[config.mk]
export PLATFORM = sky130hd
export DESIGN_NAME = spi_byte_host
export DESIGN_NICKNAME = d
export VERILOG_FILES = /design/src/rtl/spi_host_pkg.sv /design/src/rtl/spi_half_timer.sv /design/src/rtl/spi_shift_core.sv /design/src/rtl/spi_dev_decode.sv /design/src/rtl/spi_byte_host.sv
export SDC_FILE = /design/constraint.sdc
export NUM_CORES = 1
export LEC_CHECK = 0
export BUFFER_PORTS_ARGS = -buffer_cell sky130_fd_sc_hd__buf_4
export CELL_PAD_IN_SITES_DETAIL_PLACEMENT = 2
export CELL_PAD_IN_SITES_GLOBAL_PLACEMENT = 2
export CORE_UTILIZATION = 40
export DETAILED_ROUTE_END_ITERATION = 8
export PLACE_DENSITY_LB_ADDON = 0.1
export SYNTH_ARGS = -nofsm -noshare
export SYNTH_HDL_FRONTEND = slang
export SYNTH_SLANG_ARGS = --single-unit
[constraint.sdc]
create_clock -name clk -period 4.6 [get_ports clk]
set_clock_uncertainty 0.15 [all_clocks]
set_input_delay 0 -clock clk [delete_from_list [all_inputs] [get_ports clk]]
set_output_delay 0 -clock clk [all_outputs]
set_load 0.01 [all_outputs]
[src/rtl/spi_host_pkg.sv]
package spi_host_pkg;
    typedef enum logic [1:0] {
        ST_IDLE  = 2'd0,
        ST_SHIFT = 2'd1,
        ST_TAIL  = 2'd2,
        ST_HOLD  = 2'd3
    } spi_state_e;

    localparam int F_EN   = 0;
    localparam int F_BAUD = 1;
    localparam int F_DEV  = 3;
    localparam int F_HOLD = 5;
    localparam int F_IE   = 6;
    localparam int F_BUSY = 7;

    localparam int BAUD_W = 2;
    localparam int DEV_W  = 2;

    localparam logic ADDR_CTRL = 1'b0;
    localparam logic ADDR_DATA = 1'b1;
endpackage

[src/rtl/spi_half_timer.sv]
module spi_half_timer #(
    parameter int PERIOD_EXP = 19,
    parameter int BAUD_W     = 2
) (
    input  logic              clk,
    input  logic              rst_n,
    input  logic              run,
    input  logic              clr,
    input  logic [BAUD_W-1:0] baud,
    output logic              half_tick
);
    localparam int CW   = PERIOD_EXP - 3;
    localparam int BASE = PERIOD_EXP - 4;

    logic [CW-1:0] cnt_q;
    logic [CW-1:0] lim;

    // half a bit period is 2^(BASE - baud) clocks
    always_comb lim = CW'((64'd1 << (BASE - int'(baud))) - 64'd1);

    assign half_tick = run && (cnt_q == lim);

    always_ff @(posedge clk or negedge rst_n) begin
        if (!rst_n)                         cnt_q <= '0;
        else if (clr || !run || half_tick)  cnt_q <= '0;
        else                                cnt_q <= cnt_q + 1'b1;
    end
endmodule

[src/rtl/spi_shift_core.sv]
module spi_shift_core (
    input  logic       clk,
    input  logic       rst_n,
    input  logic       load,
    input  logic [7:0] load_byte,
    input  logic       rise,
    input  logic       fall,
    input  logic       miso,
    output logic       sclk,
    output logic       mosi,
    output logic [7:0] rx_byte
);
    logic [7:0] tx_q;
    logic [7:0] rx_q;
    logic       sclk_q;

    always_ff @(posedge clk or negedge rst_n) begin
        if (!rst_n) begin
            tx_q   <= '0;
            rx_q   <= '0;
            sclk_q <= 1'b0;
        end else if (load) begin
            tx_q   <= load_byte;
            sclk_q <= 1'b0;
        end else if (rise) begin
            sclk_q <= 1'b1;
            rx_q   <= {rx_q[6:0], miso};
        end else if (fall) begin
            sclk_q <= 1'b0;
            tx_q   <= {tx_q[6:0], 1'b0};
        end
    end

    assign sclk    = sclk_q;
    assign mosi    = tx_q[7];
    assign rx_byte = rx_q;
endmodule

[src/rtl/spi_dev_decode.sv]
module spi_dev_decode #(
    parameter int NDEV = 3,
    parameter int SELW = 2
) (
    input  logic            en,
    input  logic [SELW-1:0] sel,
    output logic [NDEV-1:0] hit
);
    for (genvar i = 0; i < NDEV; i++) begin : g_hit
        assign hit[i] = en && (sel == SELW'(i));
    end
endmodule

[src/rtl/spi_byte_host.sv]
module spi_byte_host
    import spi_host_pkg::*;
#(
    parameter int PERIOD_EXP = 19,
    parameter int NDEV       = 3
) (
    input  logic            clk,
    input  logic            rst_n,
    input  logic            wr_en,
    input  logic            wr_addr,
    input  logic [7:0]      wr_data,
    output logic [7:0]      ctrl_q,
    output logic [7:0]      data_q,
    output logic            sclk,
    output logic            mosi,
    input  logic            miso,
    output logic [NDEV-1:0] cs_n,
    output logic [NDEV-1:0] txn_rst,
    output logic            irq
);
    spi_state_e state_q, state_d;

    logic              en_q, hold_q, ie_q;
    logic [BAUD_W-1:0] baud_q;
    logic [DEV_W-1:0]  dev_q, act_dev_q, txn_dev_q;
    logic [3:0]        hcnt_q;
    logic              txn_v_q;
    logic              busy, ctrl_wr, data_go, half_tick, done;
    logic              rise, fall, tail_end, timer_run;
    logic [7:0]        rx_byte;
    logic [NDEV-1:0]   cs_hit;
    logic              unused_busy_bit;

    assign unused_busy_bit = wr_data[F_BUSY];

    assign busy      = (state_q == ST_SHIFT);
    assign ctrl_wr   = wr_en && (wr_addr == ADDR_CTRL) && !busy;
    assign data_go   = wr_en && (wr_addr == ADDR_DATA) && en_q && !busy;
    assign rise      = busy && half_tick && !hcnt_q[0];
    assign fall      = busy && half_tick &&  hcnt_q[0];
    assign done      = fall && (hcnt_q == 4'd15);
    assign tail_end  = (state_q == ST_TAIL) && half_tick && hcnt_q[0];
    assign timer_run = (state_q == ST_SHIFT) || (state_q == ST_TAIL);

    // next-state logic
    always_comb begin
        state_d = state_q;
        unique case (state_q)
            ST_IDLE:  if (data_go) state_d = ST_SHIFT;
            ST_SHIFT: if (done)    state_d = hold_q ? ST_HOLD : ST_TAIL;
            ST_TAIL: begin
                if (data_go)       state_d = ST_SHIFT;
                else if (tail_end) state_d = ST_IDLE;
            end
            ST_HOLD: begin
                if (data_go)                           state_d = ST_SHIFT;
                else if (ctrl_wr && !wr_data[F_HOLD])  state_d = ST_IDLE;
            end
            default: state_d = ST_IDLE;
        endcase
    end

    // state register
    always_ff @(posedge clk or negedge rst_n) begin
        if (!rst_n) state_q <= ST_IDLE;
        else        state_q <= state_d;
    end

    // register file and output registers
    always_ff @(posedge clk or negedge rst_n) begin
        if (!rst_n) begin
            en_q      <= 1'b0;
            baud_q    <= '0;
            dev_q     <= '0;
            hold_q    <= 1'b0;
            ie_q      <= 1'b0;
            act_dev_q <= '0;
            hcnt_q    <= '0;
            txn_v_q   <= 1'b0;
            txn_dev_q <= '0;
            irq       <= 1'b0;
            data_q    <= '0;
        end else begin
            if (ctrl_wr) begin
                en_q   <= wr_data[F_EN];
                baud_q <= wr_data[F_BAUD +: BAUD_W];
                dev_q  <= wr_data[F_DEV +: DEV_W];
                hold_q <= wr_data[F_HOLD];
                ie_q   <= wr_data[F_IE];
            end
            txn_v_q   <= ctrl_wr && !hold_q;
            txn_dev_q <= wr_data[F_DEV +: DEV_W];
            if (data_go) begin
                act_dev_q <= dev_q;
                hcnt_q    <= '0;
            end else if (half_tick) begin
                hcnt_q <= hcnt_q + 4'd1;
            end
            irq <= done && ie_q;
            if (done) data_q <= rx_byte;
        end
    end

    assign ctrl_q = {busy, ie_q, hold_q, dev_q, baud_q, en_q};

    spi_half_timer #(.PERIOD_EXP(PERIOD_EXP), .BAUD_W(BAUD_W)) u_timer (
        .clk       (clk),
        .rst_n     (rst_n),
        .run       (timer_run),
        .clr       (data_go),
        .baud      (baud_q),
        .half_tick (half_tick)
    );

    spi_shift_core u_shift (
        .clk       (clk),
        .rst_n     (rst_n),
        .load      (data_go),
        .load_byte (wr_data),
        .rise      (rise),
        .fall      (fall),
        .miso      (miso),
        .sclk      (sclk),
        .mosi      (mosi),
        .rx_byte   (rx_byte)
    );

    spi_dev_decode #(.NDEV(NDEV), .SELW(DEV_W)) u_cs_dec (
        .en  (state_q != ST_IDLE),
        .sel (act_dev_q),
        .hit (cs_hit)
    );
    assign cs_n = ~cs_hit;

    spi_dev_decode #(.NDEV(NDEV), .SELW(DEV_W)) u_txn_dec (
        .en  (txn_v_q),
        .sel (txn_dev_q),
        .hit (txn_rst)
    );
endmodule

==> results of run 1 <==
==> state kept, by name (all words and copies together), names as in the netlist, 2 cells and up <==
register / cells
u_shift.rx_byte: 8
hcnt_q: 4
state_q: 2
data_q: 8
txn_dev_q: 2
act_dev_q: 2
baud_q: 2
dev_q: 2
u_shift.tx_q: 8
u_timer.cnt_q: 16
==> power by group through the flow <==
| stage | Combinational, uW | Clock (uW) | Sequential [uW] |
|---|---|---|---|
| 6_report | 461 | 535 | 752 |
| 5_1_grt | 514 | 564 | 768 |
| 4_1_cts | 468 | 545 | 753 |
| 3_5_place_dp | 449 | 0 | 759 |
| 3_3_place_gp | 435 | 0 | 749 |
| 2_1_floorplan | 291 | 0 | 738 |
==> synth_stat cells, types with 2 or more instances <==
master,instances
sky130_fd_sc_hd__nor2b_1,3
sky130_fd_sc_hd__mux2_4,8
sky130_fd_sc_hd__nand2_1,25
sky130_fd_sc_hd__nor3_1,3
sky130_fd_sc_hd__dfrtp_1,60
sky130_fd_sc_hd__mux2_2,13
sky130_fd_sc_hd__or3_2,2
sky130_fd_sc_hd__nand3_1,8
sky130_fd_sc_hd__mux2i_1,7
sky130_fd_sc_hd__nand2b_2,2
sky130_fd_sc_hd__xor2_1,6
sky130_fd_sc_hd__or3_1,2
sky130_fd_sc_hd__and3b_1,3
sky130_fd_sc_hd__nand4_1,3
sky130_fd_sc_hd__nor2_1,26
sky130_fd_sc_hd__xnor2_1,10
sky130_fd_sc_hd__clkbuf_1,4
sky130_fd_sc_hd__o21ai_0,13
sky130_fd_sc_hd__inv_1,10
sky130_fd_sc_hd__buf_4,5
sky130_fd_sc_hd__ha_1,6
sky130_fd_sc_hd__a21oi_1,5
sky130_fd_sc_hd__and3_1,5
==> worst min-delay path by stage <==
stage / from / endpoint / slack (ns) / cells past startpoint
2_1_floorplan: rst_n / act_dev_q[0]$_DFFE_PN0P_ / -0.45 / 0
3_3_place_gp: rst_n / baud_q[1]$_DFFE_PN0P_ / -0.02 / 1
3_5_place_dp: wr_data[4] / txn_dev_q[1]$_DFF_PN0_ / -0.02 / 1
4_1_cts: rst_n / u_shift.tx_q[5]$_DFFE_PN0P_ / 0.17 / 2
5_1_grt: rst_n / txn_dev_q[0]$_DFF_PN0_ / 0.20 / 2
6_report: rst_n / baud_q[1]$_DFFE_PN0P_ / 0.13 / 2
==> metal layers <==
metal | part of all wire | vias up | GRT usage
met5 | 0 | - | 0
met4 | 0.016 | 0 | 0.0848
met3 | 0.026 | 10 | 0.0371
met2 | 0.51 | 32 | 0.373
met1 | 0.45 | 1034 | 0.252
li1 | - | 948 | -
==> what timing repair did <==
| item | 4_1_cts | 5_1_grt |
|---|---|---|
| hold endpoints to repair | 79 | 0 |
| setup endpoints to repair | 0 | 0 |
| hold buffers | 11 | 0 |
==> critical path: stages, from the launching register on <==
cell	delay [ns]
sky130_fd_sc_hd__dfrtp_1	0.41
sky130_fd_sc_hd__ha_1	0.23
sky130_fd_sc_hd__nand2_1	0.13
sky130_fd_sc_hd__nor4_4	0.52
sky130_fd_sc_hd__o21ai_0	0.24
sky130_fd_sc_hd__o311ai_2	0.98
sky130_fd_sc_hd__nor2_1	0.14
==> per-stage QoR <==
stage	hold slack [ns]	instances	util	setup WS [ns]	total power, uW
floorplan	-0.446	249	-	2.18	1030
global placement	-0.0216	372	0.465	1.68	1180
detailed placement	-0.0209	372	0.465	1.59	1210
CTS	0.166	399	0.513	1.57	1770
global route	0.196	399	0.513	1.33	1850
finish	0.134	399	0.513	1.63	1750
==> cells by family (layout without fill, tap and decap cells) <==
group	count (synthesis)	count (layout)	share of synthesized area
flops	60	60	0.525
xor+xnor	16	16	0.0490
mux	29	29	0.122
compound gates	28	28	0.0796
buf+inv	20	74	0.0354
fa+ha+maj	6	6	0.0262
simple gates	90	90	0.164
==> layout make-up <==
| type | instances | area (sq um) | share of cell area |
|---|---|---|---|
| inverters | 10 | 37.5 | 0.0107 |
| multi-input cells | 169 | 1260 | 0.357 |
| well taps | 96 | 120 | 0.0341 |
| repair buffers | 48 | 388 | 0.110 |
| flip-flops and latches | 60 | 1500 | 0.426 |
| clock buffers | 11 | 141 | 0.0401 |
| clock inverters | 5 | 75.1 | 0.0213 |
==> summary by stage, run 1 <==
Power and ir drop
Summed over all nets, the switching power comes to 577 uW. Of the total power, combinational logic draws 0.264. The proportion of total power due to net switching is 0.330. The power density relative to cell area is 496 mW/mm^2. The clock network fraction of total power is 0.306. For this design the static power due to leakage is 0.00169 uW. The share of total power dissipated in sequential elements is 0.430. Cell internal power was estimated by the tool at 1170 uW. The largest vdd supply drop is 0.209 mV.

Floorplanning
The initial utilization of the core area, before any placement, comes to 0.417. The die covers 0.00750 sq mm. The die is 86.6 um tall. The die outline width is 86.6 um.

38 I/O pins were placed. The site row count is 30. The area of the core region is 0.00687 sq mm.

Setup path
In this run the worst setup path terminates at u_timer.cnt_q[7]$_DFF_PN0_. STA classifies the critical path endpoint as a flop. By startpoint and endpoint, the worst setup path is classified as flop to flop.

The endpoint required time on the critical path is 4.62 ns. The nature of the critical path startpoint is a flop. Of all nets on the critical path, the largest fanout is 16. The endpoint of the worst register-to-register path is u_timer.cnt_q[7]$_DFF_PN0_. The arrival time reported for the critical path endpoint is 3.00 ns. The worst register-to-register path has a depth of 6.

The minimum setup slack among reg-to-reg paths is 1.63 ns. The launch point of the critical path is u_timer.cnt_q[0]$_DFF_PN0_. The startpoint identified for the worst register-to-register timing path is u_timer.cnt_q[0]$_DFF_PN0_.

Layout
The layout filler cell count is 677. The share of layout cells above drive strength 1 is 0.290. The library cells used most frequently in the layout, excluding fill and tap cells, are sky130_fd_sc_hd__dfrtp_1 (60), sky130_fd_sc_hd__buf_4 (37), sky130_fd_sc_hd__nor2_1 (26). The antenna diode count is 0. At the end of the flow, the number of nets in the layout was 317.

The most frequent standard cell in the layout excluding fill and tap cells is sky130_fd_sc_hd__dfrtp_1. Relative to the synthesized area, the layout overhead comes to 23.1%. With fillers left out, the area of the finished cells amounts to 0.00352 sq mm.

Timing
The number of hold-slack violations in the final timing report is 0. For the pin with the worst max-slew slack, the measured transition is 1.16 ns. Setup repair after global routing left no endpoint under its margin.

Adding up every negative setup slack in the final design gives 0 ns. The final setup violation count is 0. Static timing analysis puts the maximum clock frequency at 336 MHz. For the finished layout, the period the worst path requires is 2.97 ns. Measured against its own limit, the worst slew margin works out to 0.226. The fraction of the cycle the final worst path needs is 0.647.

The number of max-slew violations in the final report came to 0.

Drt
The residual DRC count is 0. The average wire per standard cell is 17.9 um. The pre-antenna-repair detailed-routing pass consisted of 3 iterations. The aggregate routed wire length is 7130 um. Across all layers, the routed design uses 2024 vias. The vias per cell is 5.07.

In this run the remaining antenna-violating nets after routing total 0. The detailed router finished its first iteration with 41 violations.

Synth
The async set or reset register ratio after synthesis is 1.00. For this run, the register share of the synthesized area comes to 0.525. Synthesis produced 249 cells. For this run, the number of Yosys warnings is 0. Of the post-synthesis cell area, the dominant cell type holds 0.525. The most used flip-flop cell after synthesis is sky130_fd_sc_hd__dfrtp_1. The biggest area contributor in the post-synthesis netlist is sky130_fd_sc_hd__dfrtp_1. Yosys mapped a number of flops with a built-in enable equal to 0.

Counting distinct cell types in the post-synthesis netlist gives 43. The summed instance area of the synthesized netlist is 0.00286 sq mm. The flop and latch count out of synthesis is 60. A synthesized cell averages 11.5 sq um. The total nets after synthesis is 268.

Ranked by total cell area, the synthesized netlist is headed by sky130_fd_sc_hd__dfrtp_1 (52%), sky130_fd_sc_hd__mux2_2 (5.1%), sky130_fd_sc_hd__mux2_4 (4.2%).

Clock tree
The number of sinks driven by the clock tree is 60. The total number of H-tree levels is 3. For the worst-skew pair, the clock arrives at the later sink with an insertion delay of 0.34 ns. Gates resized during post-CTS repair numbered 0.

The number of buffers created by CTS is 9. After clock tree synthesis, the clock-pin slew on the worst setup and hold paths is 0.07 ns. The cell sitting at the root of the clock tree is a sky130_fd_sc_hd__clkbuf_8.

TritonCTS built the clock tree. The buffer levels on the longest clock path is 2. The buffer count from post-CTS setup fixing is 0.

Placement
During placement, the flow inserted port buffers numbering 37. The routability congestion estimate from global placement is 0.699. The placed wire-length estimate after detailed placement is 4660 um. The placement-stage cell area is 0.00320 sq mm.

Status
The flow ran to the end, and the final reports show no timing, DRC or antenna violations.

Global route
The number of global-route vias before repair is 2307. The initial antenna violation count is 0. The total routing usage reported by global routing is 0.210. The total overflow left after global routing is 0. The global-route wire length before repair is 11800 um.

The pin count of the biggest net entering global routing is 61.

Hold path
The worst hold path class is input port to async pin.

Job
The total of max-cap violations is 0.
(Power assumes the default switching activity.)
==> run 2, diff against run 1 <==
- CORE_UTILIZATION: 40 -> 34
- clock period: 4.6 -> 2.38 ns (I/O delays scaled with it)
==> run 2 against run 1 <==
Effect of this change: global-route usage shrank 3.4 points; die area grew 17%; clock power grew 96%; flip-flop and latch count is the same; worst setup slack lost 1.5 ns; sequential share of layout area shrank 2.5 points; register-to-register slack lost 1.5 ns; via count grew 5.3%; maximum frequency grew 31%; routed wire length shrank 0.14%; highest routed layer unchanged.
==> summary by stage, run 2 (synthesized netlist as in run 1, its figures left out) <==
Drt
The average wire per standard cell was 16.6 um (was 17.9 um). The vias per cell was 4.97 (was 5.07). The post-route antenna net violation count is 0 (unchanged). The length of the first detailed-routing pass in iterations is 4 (was 3). The aggregate routed wire length is 7120 um (was 7130 um). The first-iteration detailed-routing DRC count is 29 (was 41). The via count is 2132 (was 2024). The residual DRC count is 0 (unchanged).

Clock tree
The insertion delay of the later-clocked pin in the worst-skew pair came to 0.34 ns (about the same). The register clock-pin slew on the reported worst setup and hold paths is 0.08 ns (was 0.07 ns). The number of buffers created by CTS is 9 (unchanged).

The buffer levels on the longest clock path is 2 (unchanged). The TritonCTS clock tree is built (unchanged). The total number of H-tree levels was 3 (unchanged). The number of sinks driven by the clock tree is 60 (unchanged). The root buffer cell is sky130_fd_sc_hd__clkbuf_8 (unchanged).

Placement
The placed wire-length estimate after detailed placement is 4650 um (was 4660 um). The placement-stage cell area is 0.00331 sq mm (was 0.00320 sq mm). The routability congestion estimate from global placement is 0.725 (was 0.699). The placed instance count is 395 (was 372). The number of buffers added on ports is 37 (unchanged).

Global route
The pin count of the biggest net entering global routing is 61 (unchanged). The met2 usage in global routing came to 0.307 (was 0.373). The initial antenna violation count was 0 (unchanged). The total routing usage reported by global routing is 0.176 (was 0.210). The global-route met1 utilization is 0.215 (was 0.252). The busiest layer in global routing is met2 (unchanged).

The global-route wire length before repair is 11700 um (was 11800 um). The fraction of met3 tracks used by global routing was 0.0364 (was 0.0371). The number of global-route vias before repair is 2319 (was 2307). The residual overflow from global routing is 0 (unchanged).

Layout
The most frequent standard cell in the layout excluding fill and tap cells is sky130_fd_sc_hd__dfrtp_1 (unchanged). The final design utilization was 0.457 (was 0.513). The number of nets in the layout is 338 (was 317). The layout filler cell count came to 859 (was 677). The register containing the most flip-flops in the final layout is u_timer.cnt_q (unchanged). The growth of design area from synthesis to finish is 30.7% (was 23.1%). The share of layout cells above drive strength 1 is 0.355 (was 0.290). The antenna diode count is 0 (unchanged). Highest-count cells in the layout ignoring fill and taps: sky130_fd_sc_hd__dfrtp_1 (60), sky130_fd_sc_hd__buf_4 (52), sky130_fd_sc_hd__nand2_1 (25), sky130_fd_sc_hd__nor2_1 (25) (was sky130_fd_sc_hd__dfrtp_1 (60), sky130_fd_sc_hd__buf_4 (37), sky130_fd_sc_hd__nor2_1 (26)). The number of flip-flops under the largest register name was 16 (unchanged). The final standard cell area without fillers is 0.00374 sq mm (was 0.00352 sq mm). The number of standard cells in the final layout excluding fillers was 429 (was 399).

Timing
The worst-case headroom to the max-slew limit came to 0.477 (was 0.226). The shortest clock period the worst path allows after layout is 2.28 ns (was 2.97 ns). The highest attainable clock frequency was 439 MHz (was 336 MHz). The fraction of the cycle the final worst path needs is 0.956 (was 0.647).

The number of max-slew violations in the final report is 0 (unchanged). The accumulated negative setup slack came to 0 ns (unchanged). The slew at the pin closest to its max-slew limit is 0.785 ns (was 1.16 ns). The final setup violation count came to 0 (unchanged). The number of hold-slack violations in the final timing report is 0 (unchanged).

Unrepaired setup endpoints after global routing: true (was false).

Setup path
The type of the worst setup path was flop to flop (unchanged). The nature of the critical path endpoint is a flop (unchanged). The endpoint required time on the critical path came to 2.46 ns (was 4.62 ns). Series of cell instances along the critical path: inv_1 > ha_1 > and3b_2 > and3_2 > o2111ai_2 > a221oi_2 > mux2_1 (was ha_1 > nand2_1 > nor4_4 > o21ai_0 > o311ai_2 > nor2_1). The critical-path maximum fanout came to 4 (was 16).

The buffers plus inverters on the worst setup path is 1 (was 0). The critical path's slowest cell was sky130_fd_sc_hd__dfrtp_1 (was sky130_fd_sc_hd__o311ai_2). The gate family responsible for the most delay along the worst path is simple AND/OR/NAND/NOR gates (was compound AO/OA/AOI/OAI gates). The largest stage delay on the critical path is 0.40 ns (was 0.98 ns). The nature of the critical path startpoint was a flop (unchanged). The arrival time reported for the critical path endpoint is 2.35 ns (was 3.00 ns).

Power and ir drop
The largest vdd supply drop came to 0.266 mV (was 0.209 mV). The overall power consumption is 3540 uW (was 1750 uW). The power density relative to cell area is 948 mW/mm^2 (was 496 mW/mm^2). The leakage dissipation came to 0.00179 uW (was 0.00169 uW).

Floorplanning
The die outline width is 93.7 um (was 86.6 um). The I/O pin count is 38 (unchanged). The area of the core region is 0.00818 sq mm (was 0.00687 sq mm). The starting density of the core was 0.350 (was 0.417). The site row count came to 33 (was 30).

The die height is 93.7 um (was 86.6 um). The die outline area came to 0.00879 sq mm (was 0.00750 sq mm).

Hold path
The worst hold path class was input port to async pin (unchanged).

Job
The total of max-cap violations is 0 (unchanged).

Status
Result of the run: completed (unchanged).
==> run 2: cell count changes in the layout (fill, tap and decap cells not counted), sizes merged <==
cell         change
dlygate4sd3      +2
inv              +1
clkinvlp         +3
buf             +19
clkbuf           -2
clkinv           -2
==> run 2: repair_timing <==
| item | CTS | global route |
|---|---|---|
| cloned | 0 | 1 |
| gates resized for setup | 0 | 14 |
| endpoints found under the hold margin | 79 | 0 |
| hold buffers | 13 | 0 |
| setup buffers | 1 | 3 |
| pin swaps | 1 | 1 |
| endpoints found under the setup margin | 5 | 29 |
==> run 2: final cells by class <==
cell class / instances / area (sq um) / share of cell area
inverter: 10 / 37.5 / 0.0100
multi-input combinational: 169 / 1290 / 0.344
sequential: 60 / 1500 / 0.401
timing repair buffer: 69 / 559 / 0.150
clock inverter: 7 / 100 / 0.0268
tap: 105 / 131 / 0.0351
clock buffer: 9 / 124 / 0.0331
==> run 2: through the flow <==
stage	setup WS [ns]	hold slack, ns
after floorplan	-0.0176	-0.446
after global placement	0.0846	-0.0194
after detailed placement	0.0207	-0.0180
after CTS	0.0201	0.169
after global routing	-0.0285	0.172
final	0.104	0.123
==> run 2: power by group <==
| part | internal [uW] | switching (uW) | total, uW |
|---|---|---|---|
| logic | 531 | 535 | 1070 |
| registers | 1240 | 187 | 1430 |
| clock network | 594 | 456 | 1050 |
| total | 2370 | 1180 | 3540 |
==> run 2: worst paths after layout <==
kind                                        start                  endpoint  slack (ns)  cells after the start
max                        state_q[0]$_DFFE_PN0P_    state_q[0]$_DFFE_PN0P_        0.10                      7
min                                         rst_n          ie_q$_DFFE_PN0P_        0.12                      2
max reg2reg                state_q[0]$_DFFE_PN0P_    state_q[0]$_DFFE_PN0P_        0.10                      7
min reg2reg                    hold_q$_DFFE_PN0P_         txn_v_q$_DFF_PN0_        0.34                      1
max in group asynchronous                   rst_n    state_q[1]$_DFFE_PN0P_        1.42                      2
min in group clk                            wr_en  act_dev_q[1]$_DFFE_PN0P_        0.18                      6
==> run 2: layer usage <==
metal  part of all wire  vias up
met5                  0        -
met4              0.013        0
met3              0.026        8
met2               0.52       32
met1               0.45     1099
li1                   -      993
